File: src/rtl/upscale_pkg.sv
package upscale_pkg;
  localparam int FRAC_W = 16;

  typedef enum logic [2:0] {
    S_IDLE,
    S_RD,
    S_SRCH,
    S_HI,
    S_DIV,
    S_WR
  } conv_state_e;
endpackage

File: src/rtl/upscale_lfsr.sv
module upscale_lfsr #(
  parameter logic [15:0] SEED = 16'hACE1
) (
  input  logic        clk_i,
  input  logic        rst_ni,
  input  logic        adv_i,
  output logic [15:0] smp_o
);
  logic [15:0] sr_q;

  always_ff @(posedge clk_i or negedge rst_ni) begin
    if (!rst_ni) sr_q <= SEED;
    else if (adv_i) sr_q <= {sr_q[14:0], sr_q[15] ^ sr_q[13] ^ sr_q[12] ^ sr_q[10]};
  end

  assign smp_o = sr_q;

  assert_lfsr_live_R13: assert property (@(posedge clk_i) disable iff (!rst_ni)
    smp_o != 16'h0);
endmodule

File: src/rtl/upscale_div.sv
module upscale_div #(
  parameter int VAL_W = 32,
  parameter int Q_W   = 16
) (
  input  logic             clk_i,
  input  logic             rst_ni,
  input  logic             load_i,
  input  logic [VAL_W-1:0] num_i,
  input  logic [VAL_W-1:0] den_i,
  input  logic             step_i,
  output logic [Q_W-1:0]   quot_o
);
  logic [VAL_W-1:0] rem_q, den_q;
  logic [Q_W-1:0]   quot_q;
  logic             ok_q;
  logic [VAL_W:0]   rem2, diff;
  logic             ge;

  always_comb begin
    rem2 = {rem_q, 1'b0};
    ge   = rem2 >= {1'b0, den_q};
    diff = rem2 - {1'b0, den_q};
  end

  always_ff @(posedge clk_i or negedge rst_ni) begin
    if (!rst_ni) begin
      rem_q  <= '0;
      den_q  <= '0;
      quot_q <= '0;
      ok_q   <= 1'b0;
    end else if (load_i) begin
      rem_q  <= num_i;
      den_q  <= den_i;
      quot_q <= '0;
      ok_q   <= num_i < den_i;
    end else if (step_i) begin
      rem_q  <= ge ? diff[VAL_W-1:0] : rem2[VAL_W-1:0];
      quot_q <= {quot_q[Q_W-2:0], ge};
    end
  end

  assign quot_o = quot_q;

  // remainder stays below divisor for a proper fraction
  assert_rem_bound_R9: assert property (@(posedge clk_i) disable iff (!rst_ni)
    ok_q |-> rem_q < den_q);
endmodule

File: src/rtl/upscale_trigger.sv
module upscale_trigger #(
  parameter int PTR_W = 4
) (
  input  logic             clk_i,
  input  logic             rst_ni,
  input  logic             thr_we_i,
  input  logic [PTR_W-1:0] thr_i,
  input  logic             wr_en_i,
  input  logic [PTR_W-1:0] wr_data_i,
  input  logic             busy_i,
  input  logic             clr_i,
  input  logic             done_i,
  output logic             req_o
);
  logic [PTR_W-1:0] thr_q;
  logic             armed_q, req_q;

  always_ff @(posedge clk_i or negedge rst_ni) begin
    if (!rst_ni) begin
      thr_q   <= '0;
      armed_q <= 1'b0;
    end else if (thr_we_i) begin
      thr_q   <= thr_i;
      armed_q <= 1'b1;
    end else if (done_i) begin
      armed_q <= 1'b0;
    end
  end

  always_ff @(posedge clk_i or negedge rst_ni) begin
    if (!rst_ni) req_q <= 1'b0;
    else if (clr_i) req_q <= 1'b0;
    else if (armed_q && !busy_i && wr_en_i && (wr_data_i >= thr_q)) req_q <= 1'b1;
  end

  assign req_o = req_q;

  assert_disarm_R3: assert property (@(posedge clk_i) disable iff (!rst_ni)
    done_i && !thr_we_i |=> !armed_q);
  assert_no_req_busy_R1: assert property (@(posedge clk_i) disable iff (!rst_ni)
    busy_i |=> !$rose(req_o));
endmodule

File: src/rtl/upscale_conv.sv
module upscale_conv
  import upscale_pkg::*;
#(
  parameter int          N_FLOWS = 64,
  parameter int          PTR_W   = 4,
  parameter int          VAL_W   = 32,
  parameter logic [15:0] SEED    = 16'hACE1,
  localparam int         FLOW_W  = $clog2(N_FLOWS)
) (
  input  logic              clk_i,
  input  logic              rst_ni,
  input  logic              start_i,
  output logic              busy_o,
  output logic              done_o,
  output logic              up_req_o,
  output logic              act_tbl_o,
  input  logic              thr_we_i,
  input  logic [PTR_W-1:0]  thr_i,
  input  logic              ptr_wr_en_i,
  input  logic [PTR_W-1:0]  ptr_wr_data_i,
  output logic [FLOW_W-1:0] pm_addr_o,
  input  logic [PTR_W-1:0]  pm_rdata_i,
  output logic              pm_we_o,
  output logic [PTR_W-1:0]  pm_wdata_o,
  output logic [PTR_W-1:0]  old_idx_o,
  input  logic [VAL_W-1:0]  old_val_i,
  output logic [PTR_W-1:0]  new_idx_o,
  input  logic [VAL_W-1:0]  new_val_i
);
  localparam int CNT_W = $clog2(FRAC_W);

  conv_state_e       state_q;
  logic [FLOW_W-1:0] flow_q;
  logic [PTR_W-1:0]  j_q, sbit_q, cand;
  logic [VAL_W-1:0]  v_q, lo_q;
  logic [CNT_W-1:0]  cnt_q;
  logic              at_top_q, done_q, act_q;
  logic              start_acc, last_flow, up;
  logic [15:0]       smp;
  logic [FRAC_W-1:0] frac;

  assign start_acc = start_i && (state_q == S_IDLE);
  assign last_flow = flow_q == FLOW_W'(N_FLOWS - 1);
  assign cand      = j_q | sbit_q;
  assign up        = !at_top_q && (smp < frac);

  assign busy_o     = state_q != S_IDLE;
  assign done_o     = done_q;
  assign act_tbl_o  = act_q;
  assign pm_addr_o  = flow_q;
  assign old_idx_o  = pm_rdata_i;
  assign new_idx_o  = (state_q == S_SRCH) ? cand : PTR_W'(j_q + 1'b1);
  assign pm_we_o    = state_q == S_WR;
  assign pm_wdata_o = j_q + PTR_W'(up);

  always_ff @(posedge clk_i or negedge rst_ni) begin
    if (!rst_ni) begin
      state_q  <= S_IDLE;
      flow_q   <= '0;
      j_q      <= '0;
      sbit_q   <= '0;
      v_q      <= '0;
      lo_q     <= '0;
      cnt_q    <= '0;
      at_top_q <= 1'b0;
      done_q   <= 1'b0;
      act_q    <= 1'b0;
    end else begin
      done_q <= 1'b0;
      unique case (state_q)
        S_IDLE: if (start_acc) begin
          flow_q  <= '0;
          state_q <= S_RD;
        end
        S_RD: begin
          v_q     <= old_val_i;
          j_q     <= '0;
          lo_q    <= '0;
          sbit_q  <= {1'b1, {(PTR_W-1){1'b0}}};
          state_q <= S_SRCH;
        end
        S_SRCH: begin
          if (new_val_i <= v_q) begin
            j_q  <= cand;
            lo_q <= new_val_i;
          end
          sbit_q <= sbit_q >> 1;
          if (sbit_q[0]) state_q <= S_HI;
        end
        S_HI: begin
          at_top_q <= &j_q;
          cnt_q    <= '0;
          state_q  <= S_DIV;
        end
        S_DIV: begin
          cnt_q <= cnt_q + 1'b1;
          if (cnt_q == CNT_W'(FRAC_W - 1)) state_q <= S_WR;
        end
        S_WR: begin
          if (last_flow) begin
            state_q <= S_IDLE;
            done_q  <= 1'b1;
            act_q   <= ~act_q;
          end else begin
            flow_q  <= flow_q + 1'b1;
            state_q <= S_RD;
          end
        end
        default: state_q <= S_IDLE;
      endcase
    end
  end

  upscale_div #(.VAL_W(VAL_W), .Q_W(FRAC_W)) u_div (
    .clk_i  (clk_i),
    .rst_ni (rst_ni),
    .load_i (state_q == S_HI),
    .num_i  (v_q - lo_q),
    .den_i  (new_val_i - lo_q),
    .step_i (state_q == S_DIV),
    .quot_o (frac)
  );

  upscale_lfsr #(.SEED(SEED)) u_lfsr (
    .clk_i  (clk_i),
    .rst_ni (rst_ni),
    .adv_i  (state_q == S_WR),
    .smp_o  (smp)
  );

  upscale_trigger #(.PTR_W(PTR_W)) u_trig (
    .clk_i     (clk_i),
    .rst_ni    (rst_ni),
    .thr_we_i  (thr_we_i),
    .thr_i     (thr_i),
    .wr_en_i   (ptr_wr_en_i),
    .wr_data_i (ptr_wr_data_i),
    .busy_i    (busy_o),
    .clr_i     (start_acc),
    .done_i    (done_q),
    .req_o     (up_req_o)
  );

  assert_done_pulse_R4: assert property (@(posedge clk_i) disable iff (!rst_ni)
    done_o |=> !done_o);
  assert_busy_end_R4: assert property (@(posedge clk_i) disable iff (!rst_ni)
    $fell(busy_o) |-> done_o);
  assert_flow_order_R5: assert property (@(posedge clk_i) disable iff (!rst_ni)
    (state_q == S_RD) && ($past(state_q) == S_WR) |-> pm_addr_o == FLOW_W'($past(pm_addr_o) + 1'b1));
  assert_exact_hit_R7: assert property (@(posedge clk_i) disable iff (!rst_ni)
    pm_we_o && (lo_q == v_q) |-> pm_wdata_o == j_q);
  assert_top_sat_R10: assert property (@(posedge clk_i) disable iff (!rst_ni)
    pm_we_o && at_top_q |-> &pm_wdata_o);
endmodule

File: config.mk
export PLATFORM = sky130hd
export DESIGN_NAME = upscale_conv
export DESIGN_NICKNAME = d
export VERILOG_FILES = /design/src/rtl/upscale_pkg.sv /design/src/rtl/upscale_lfsr.sv /design/src/rtl/upscale_div.sv /design/src/rtl/upscale_trigger.sv /design/src/rtl/upscale_conv.sv
export SDC_FILE = /design/constraint.sdc
export NUM_CORES = 1
export LEC_CHECK = 0
export ABC_AREA = 1
export BUFFER_PORTS_ARGS = -buffer_cell sky130_fd_sc_hd__buf_2
export CAP_MARGIN = 20
export CORE_MARGIN = 2
export CORE_UTILIZATION = 30
export DETAILED_ROUTE_END_ITERATION = 16
export RECOVER_POWER = 25
export SYNTH_ARGS = -nofsm -noshare
export SYNTH_HDL_FRONTEND = slang
export SYNTH_HIERARCHICAL = 1
export SYNTH_SLANG_ARGS = --single-unit
File: constraint.sdc
create_clock -name clk_i -period 2.5 [get_ports clk_i]
set_input_delay 0.25 -clock clk_i [delete_from_list [all_inputs] [get_ports clk_i]]
set_output_delay 0.25 -clock clk_i [all_outputs]
set_load 0.01 [all_outputs]
# Yosys cells after proc, flatten, opt, wreduce, memory -nomap -nowiden
# Cells that the tools add are included.
dict set report op_classes {
  reduce_logical 19
  eq_ne 12
  mux 26
  order_cmp 4
  n_addsub 7
  bitwise_logic 5
}
# operator n
set op_table {}
lappend op_table {{$mux 32} 4}
lappend op_table {{$sub 32x32->32} 3}
lappend op_table {{$pmux 32 s2} 1}
lappend op_table {{$ge 33x32->1} 1}
lappend op_table {{$le 32x32->1} 1}
lappend op_table {{$mux 16} 2}
lappend op_table {{$pmux 4 s2} 3}
lappend op_table {{$pmux 3 s6} 1}
lappend op_table {{$lt 16x16->1} 1}
lappend op_table {{$mux 6} 2}
lappend op_table {{$pmux 6 s2} 1}
lappend op_table {{$reduce_bool 2->1} 5}
lappend op_table {{$mux 3} 3}
lappend op_table {{$add 4x1->4 const B} 2}
lappend op_table {{$mux 4} 2}
lappend op_table {{$ne 2x2->1 const B} 4}
lappend op_table {{$mux 1} 7}
lappend op_table {{$add 6x1->6 const B} 1}
lappend op_table {{$eq 3x2->1 const B} 2}
lappend op_table {{$eq 3x3->1 const B} 2}
lappend op_table {{$eq 6x6->1 const B} 1}
lappend op_table {{$reduce_and 3->1} 2}
lappend op_table {{$logic_and 1x1->1} 5}
lappend op_table {{$add 4x1->4} 1}
lappend op_table {{other kinds (12)} 16}
dict set report word_totals {
  input_bits 81
  regBits 190
  out_inout_bits 23
  wordCells 90
}

# Depth between registers and ports, before layout
dict set report depth {
  depth_word 7
  ltp_mapped 18
  ltp_nobuf 17
}

# Cells and area by module
# The synthesis kept the hierarchy.
# mod cells_per_inst area_each_um2 seq_area_each_um2 instances
set by_module_without_submodules {}
lappend by_module_without_submodules {upscale_conv 1262 8612.0 2202.1 1}
lappend by_module_without_submodules {upscale_div 950 6132.1 2001.9 1}
lappend by_module_without_submodules {upscale_lfsr 76 714.4 410.4 1}
lappend by_module_without_submodules {upscale_trigger 41 334.1 150.1 1}

# Worst setup path after synthesis
# No wires, ideal clock.
dict set report synth_path {
  path_type {reg2reg}
  start {register v_q[0]}
  end {register u_div.rem_q[28]}
  n_path_buf 0
  stages_incl_launch_ff 12
  required_time_ps 2379
  arrival_ps 2010
  synth_period_minus_slack_ps 2132
  setup_slack_ps 368
  setup_ps 121
  cell_sequence {dfrtp_1 inv_1 ha_1 fa_1 o21ai_2 a21oi_1 o21ai_1 nand3b_1 nand3_1 nand2_1 a22oi_1 nand2_1}
}
dict set report synth_between {
  elab_chain_cells 2
}
# element line_no
set synth_lines {}
lappend synth_lines {{start, declared} upscale_conv.sv:35} ;# logic [VAL_W-1:0] v_q, lo_q;
lappend synth_lines {{start signal, assigned} upscale_conv.sv:76} ;# v_q <= old_val_i;
lappend synth_lines {{$sub 32x32->32} upscale_conv.sv:118} ;# .num_i (v_q - lo_q),
lappend synth_lines {{$mux 32} upscale_div.sv:31} ;# end else if (load_i) begin
lappend synth_lines {{end signal, assigned} upscale_div.sv:32} ;# rem_q <= num_i;
lappend synth_lines {{end signal, assigned} upscale_div.sv:37} ;# rem_q <= ge ? diff[VAL_W-1:0] : rem2[VAL_W-1:0];
lappend synth_lines {{end, declared} upscale_div.sv:13} ;# logic [VAL_W-1:0] rem_q, den_q;
# Every way passes these cells.
# A chain may end at the register's enable or synchronous reset.

# Worst setup path after layout
dict set report layout_path {
  start {register u_lfsr.sr_q[15] (netlist: u_lfsr/smp_o[15])}
  end {output pm_wdata_o[2]}
}
dict set report layout_between {
  elab_chain_cells 3
}
# element line_no
set layout_lines {}
lappend layout_lines {{start, declared} upscale_lfsr.sv:9} ;# logic [15:0] sr_q;
lappend layout_lines {{start signal, assigned} upscale_lfsr.sv:13} ;# else if (adv_i) sr_q <= {sr_q[14:0], sr_q[15] ^ sr_q[13] ^ sr_q[12] ^ sr_q[10]};
lappend layout_lines {{$lt 16x16->1} upscale_conv.sv:45} ;# assign up = !at_top_q && (smp < frac);
lappend layout_lines {{$logic_and 1x1->1} upscale_conv.sv:45}
lappend layout_lines {{$add 4x1->4} upscale_conv.sv:54} ;# assign pm_wdata_o = j_q + PTR_W'(up);
lappend layout_lines {{end, declared} upscale_conv.sv:24} ;# output logic [PTR_W-1:0] pm_wdata_o,
# Every way passes these cells.

==> flow_summary.ini <==
[outcome]
outcome = finished with violations
violations = max-capacitance violations, max-slew violations, negative setup slack

[placed_design]
place_area_um2 = 17160
dp_slack_ps = 53.15
gp_congestion = 0.9585
portBuffers = 95
hpwl_um = 37750

[clock_tree]
htree_levels = 4
cts.clk_slew.worst_paths_ps = 80
cts_buffer_depth = 2
cts-root-buf = clkbuf_16
cts.sinks = 190
clock_latency_ps = 470
cts_tree = built
cts_buffers = 17

[sta]
setup_violations = 3
fmax_mhz = 370.0
tightest_slew_ps = 1676
skew_ps = 11.73
maxSlewHeadroom_pct = -11.76
slew_violations = 64
hold_violations = 0
fin_ws_ps = -202.8
fin_crit_sh_pct = 108.1
hold_ws_ps = 4.567
grt_setup_unrepaired = true
layout_min_cycle_time_ps = 2703

[layout]
layout_commonest_cell = nand2_1
area_growth_pct = 16.01
n_antenna_cell = 0
drive_above_1_share_pct = 10.42
num-nets-final = 2696
final_area_um2 = 18320
layout_common_cells = 725 x nand2_1, 340 x inv_1, 181 x dfrtp_1
fin_util_pct = 35.00

[pwr]
power_w = 0.02745
cellPowerDensity_nw_per_um2 = 1498
max-vdd-ir-drop_uv = 751.9
p_leak_nw = 9.536

[floorplanning]
rows = 84
die_w_um = 233.4
ios = 104
core_area_um2 = 52340
die_area_um2 = 54490
initial_core_util_pct = 30.17
dieHeight_um = 233.4

[logic_synthesis]
synth_top_area_cell = dfrtp_1
yosysSeqAreaShare_pct = 30.17
syn-num-nets = 2563
synth-edff-count = 0
synth_top_area_share_pct = 28.84
synth-async-reset-ratio_pct = 100.0
ys_types = 53
synth_warnings = 6
syn_avg_cell_area_um2 = 6.781
ys_seq_elements = 190
synth_area_um2 = 15790
syn_inst = 2329
yosys-top-cells-area = dfrtp_1 29%, nand2_1 17%, ha_1 12%
synthFlopType = dfrtp_1

[worst_setup_path]
worstPathArrival_ps = 2450
crit_required_ps = 2250
start_kind = flop
regToRegSetupSlack_ps = 100
endpoint_kind = output pin
r2r-end = u_div/rem_q[28]
r2r-start = v_q[19]
criticalPathCategory = reg -> out
path_max_fanout = 3
reg2reg_depth = 11

[drt]
first_iter_violations = 1028
wirelength_um = 47020
vias_per_cell = 4.768
ant_nets = 0
first_pass_iters = 6
vias = 15080
drc_errors = 0
wl_per_cell_um = 14.87

[global_route]
grt_max_degree = 85
grt_pass1_vias = 14800
grt-ovfl-total = 0
grt_pass1_wl_um = 75820
antenna_found_initial = 0
grt_use_total_pct = 17.51

[min_path]
hp-class = in -> reg
hold_end = v_q[24]
worstHoldStart = old_val_i[24]
whs_path_depth = 3

[job]
max-cap-violations = 1
[through the flow]
step                std cells  TNS, ps
detailed placement       3094        0
global route             3163   -794.2
CTS                      3158   -760.5
global placement         3094        0
finish                   3163   -397.4
floorplan                2329        0
[worst max-delay path, stage by stage, from the launching register on]
cell and delay, ps:
dfstp_2 560, ha_4 210, nand4_1 130, inv_1 70, a21oi_2 170, nand2_2 120
nor2_4 110, ha_4 150, ha_4 120, xor2_1 170, buf_2 160
[synth_stat cells (4+ instances only)]
master and instances:
dfrtp_1 182, o21ai_1 10, o21bai_1 14, o22ai_1 16, nor3_1 18, buf_6 8, o21ai_2 8, nand2_1 729
buf_1 7, nand3b_1 14, clkbuf_1 18, o21ai_0 133, xor2_1 45, a21oi_1 131, nand4_1 30, inv_1 340
nand2_4 4, a22oi_1 20, buf_2 11, inv_2 8, nor2_2 5, o21a_1 7, nand2_2 5, ha_1 150
a21o_1 17, xnor2_1 10, nand3_1 163, dfstp_2 8, nor2_1 173, buf_4 6, or2_2 5
[flip-flops by register name (all words and copies together), names as in the netlist, 3 cells and up]
name,flops
lo_q,32
u_div/den_q,32
u_div/rem_q,32
v_q,32
u_div/quot_o,16
u_lfsr/smp_o,16
pm_addr_o,6
cnt_q,4
j_q,4
sbit_q,4
u_trig/thr_q,4
state_q,3
[how the worst max path moves through the flow]
| stage | cells after the start | slack, ps | from | endpoint |
|---|---|---|---|---|
| floorplan | 11 | 370 | v_q[0] | u_div/rem_q[28] |
| global placement | 13 | 80 | v_q[0] | u_div/rem_q[30] |
| detailed placement | 13 | 50 | v_q[0] | u_div/rem_q[30] |
| CTS | 10 | -300 | u_lfsr/smp_o[13] | pm_wdata_o[2] |
| global route | 10 | -320 | u_lfsr/smp_o[9] | pm_wdata_o[2] |
| finish | 10 | -200 | u_lfsr/smp_o[15] | pm_wdata_o[2] |
[where the power goes]
group          switching [W]  internal, W
clock network        0.00151      0.00137
registers           0.000803      0.00426
logic                 0.0127      0.00682
[final cells by class]
cell class,count,area [um^2]
repair buffers,165,1132
inverters,349,1316
flip-flops and latches,190,4766
clock inverters,15,182.7
fillers,5735,34020
clock buffers,17,425.4
well taps,688,860.8
multi-input cells,1739,9638
[repair_timing]
item,4_1_cts,5_1_grt
hold buffers,28,0
endpoints found under the hold margin,87,0
setup endpoints to repair,4,68
buffers inserted,4,5
pin swaps,8,9
resized for setup,12,34
[cell families after synthesis]
family                     count (synthesis)  share of synthesized area (%)
adders and majority gates                153                          12.26
muxes                                      1                        0.06338
DFF                                      190                          30.17
AOI/OAI and AO/OA                        374                          13.48
buffers and inverters                    400                          10.25
xor gates and xnor gates                  55                          3.050
and+or+nand+nor                         1156                          30.72
[routing by layer]
layer / share of wire (%) / up-vias / wire length [um] / GRT usage, %
li1: - / 7792 / - / -
met1: 48 / 6929 / 22790 / 23.45
met2: 46 / 291 / 21540 / 29.05
met3: 2.8 / 69 / 1303 / 1.880
met4: 3.0 / 0 / 1390 / 6.507
met5: 0 / - / 0 / 0
(Power assumes the default switching activity.)
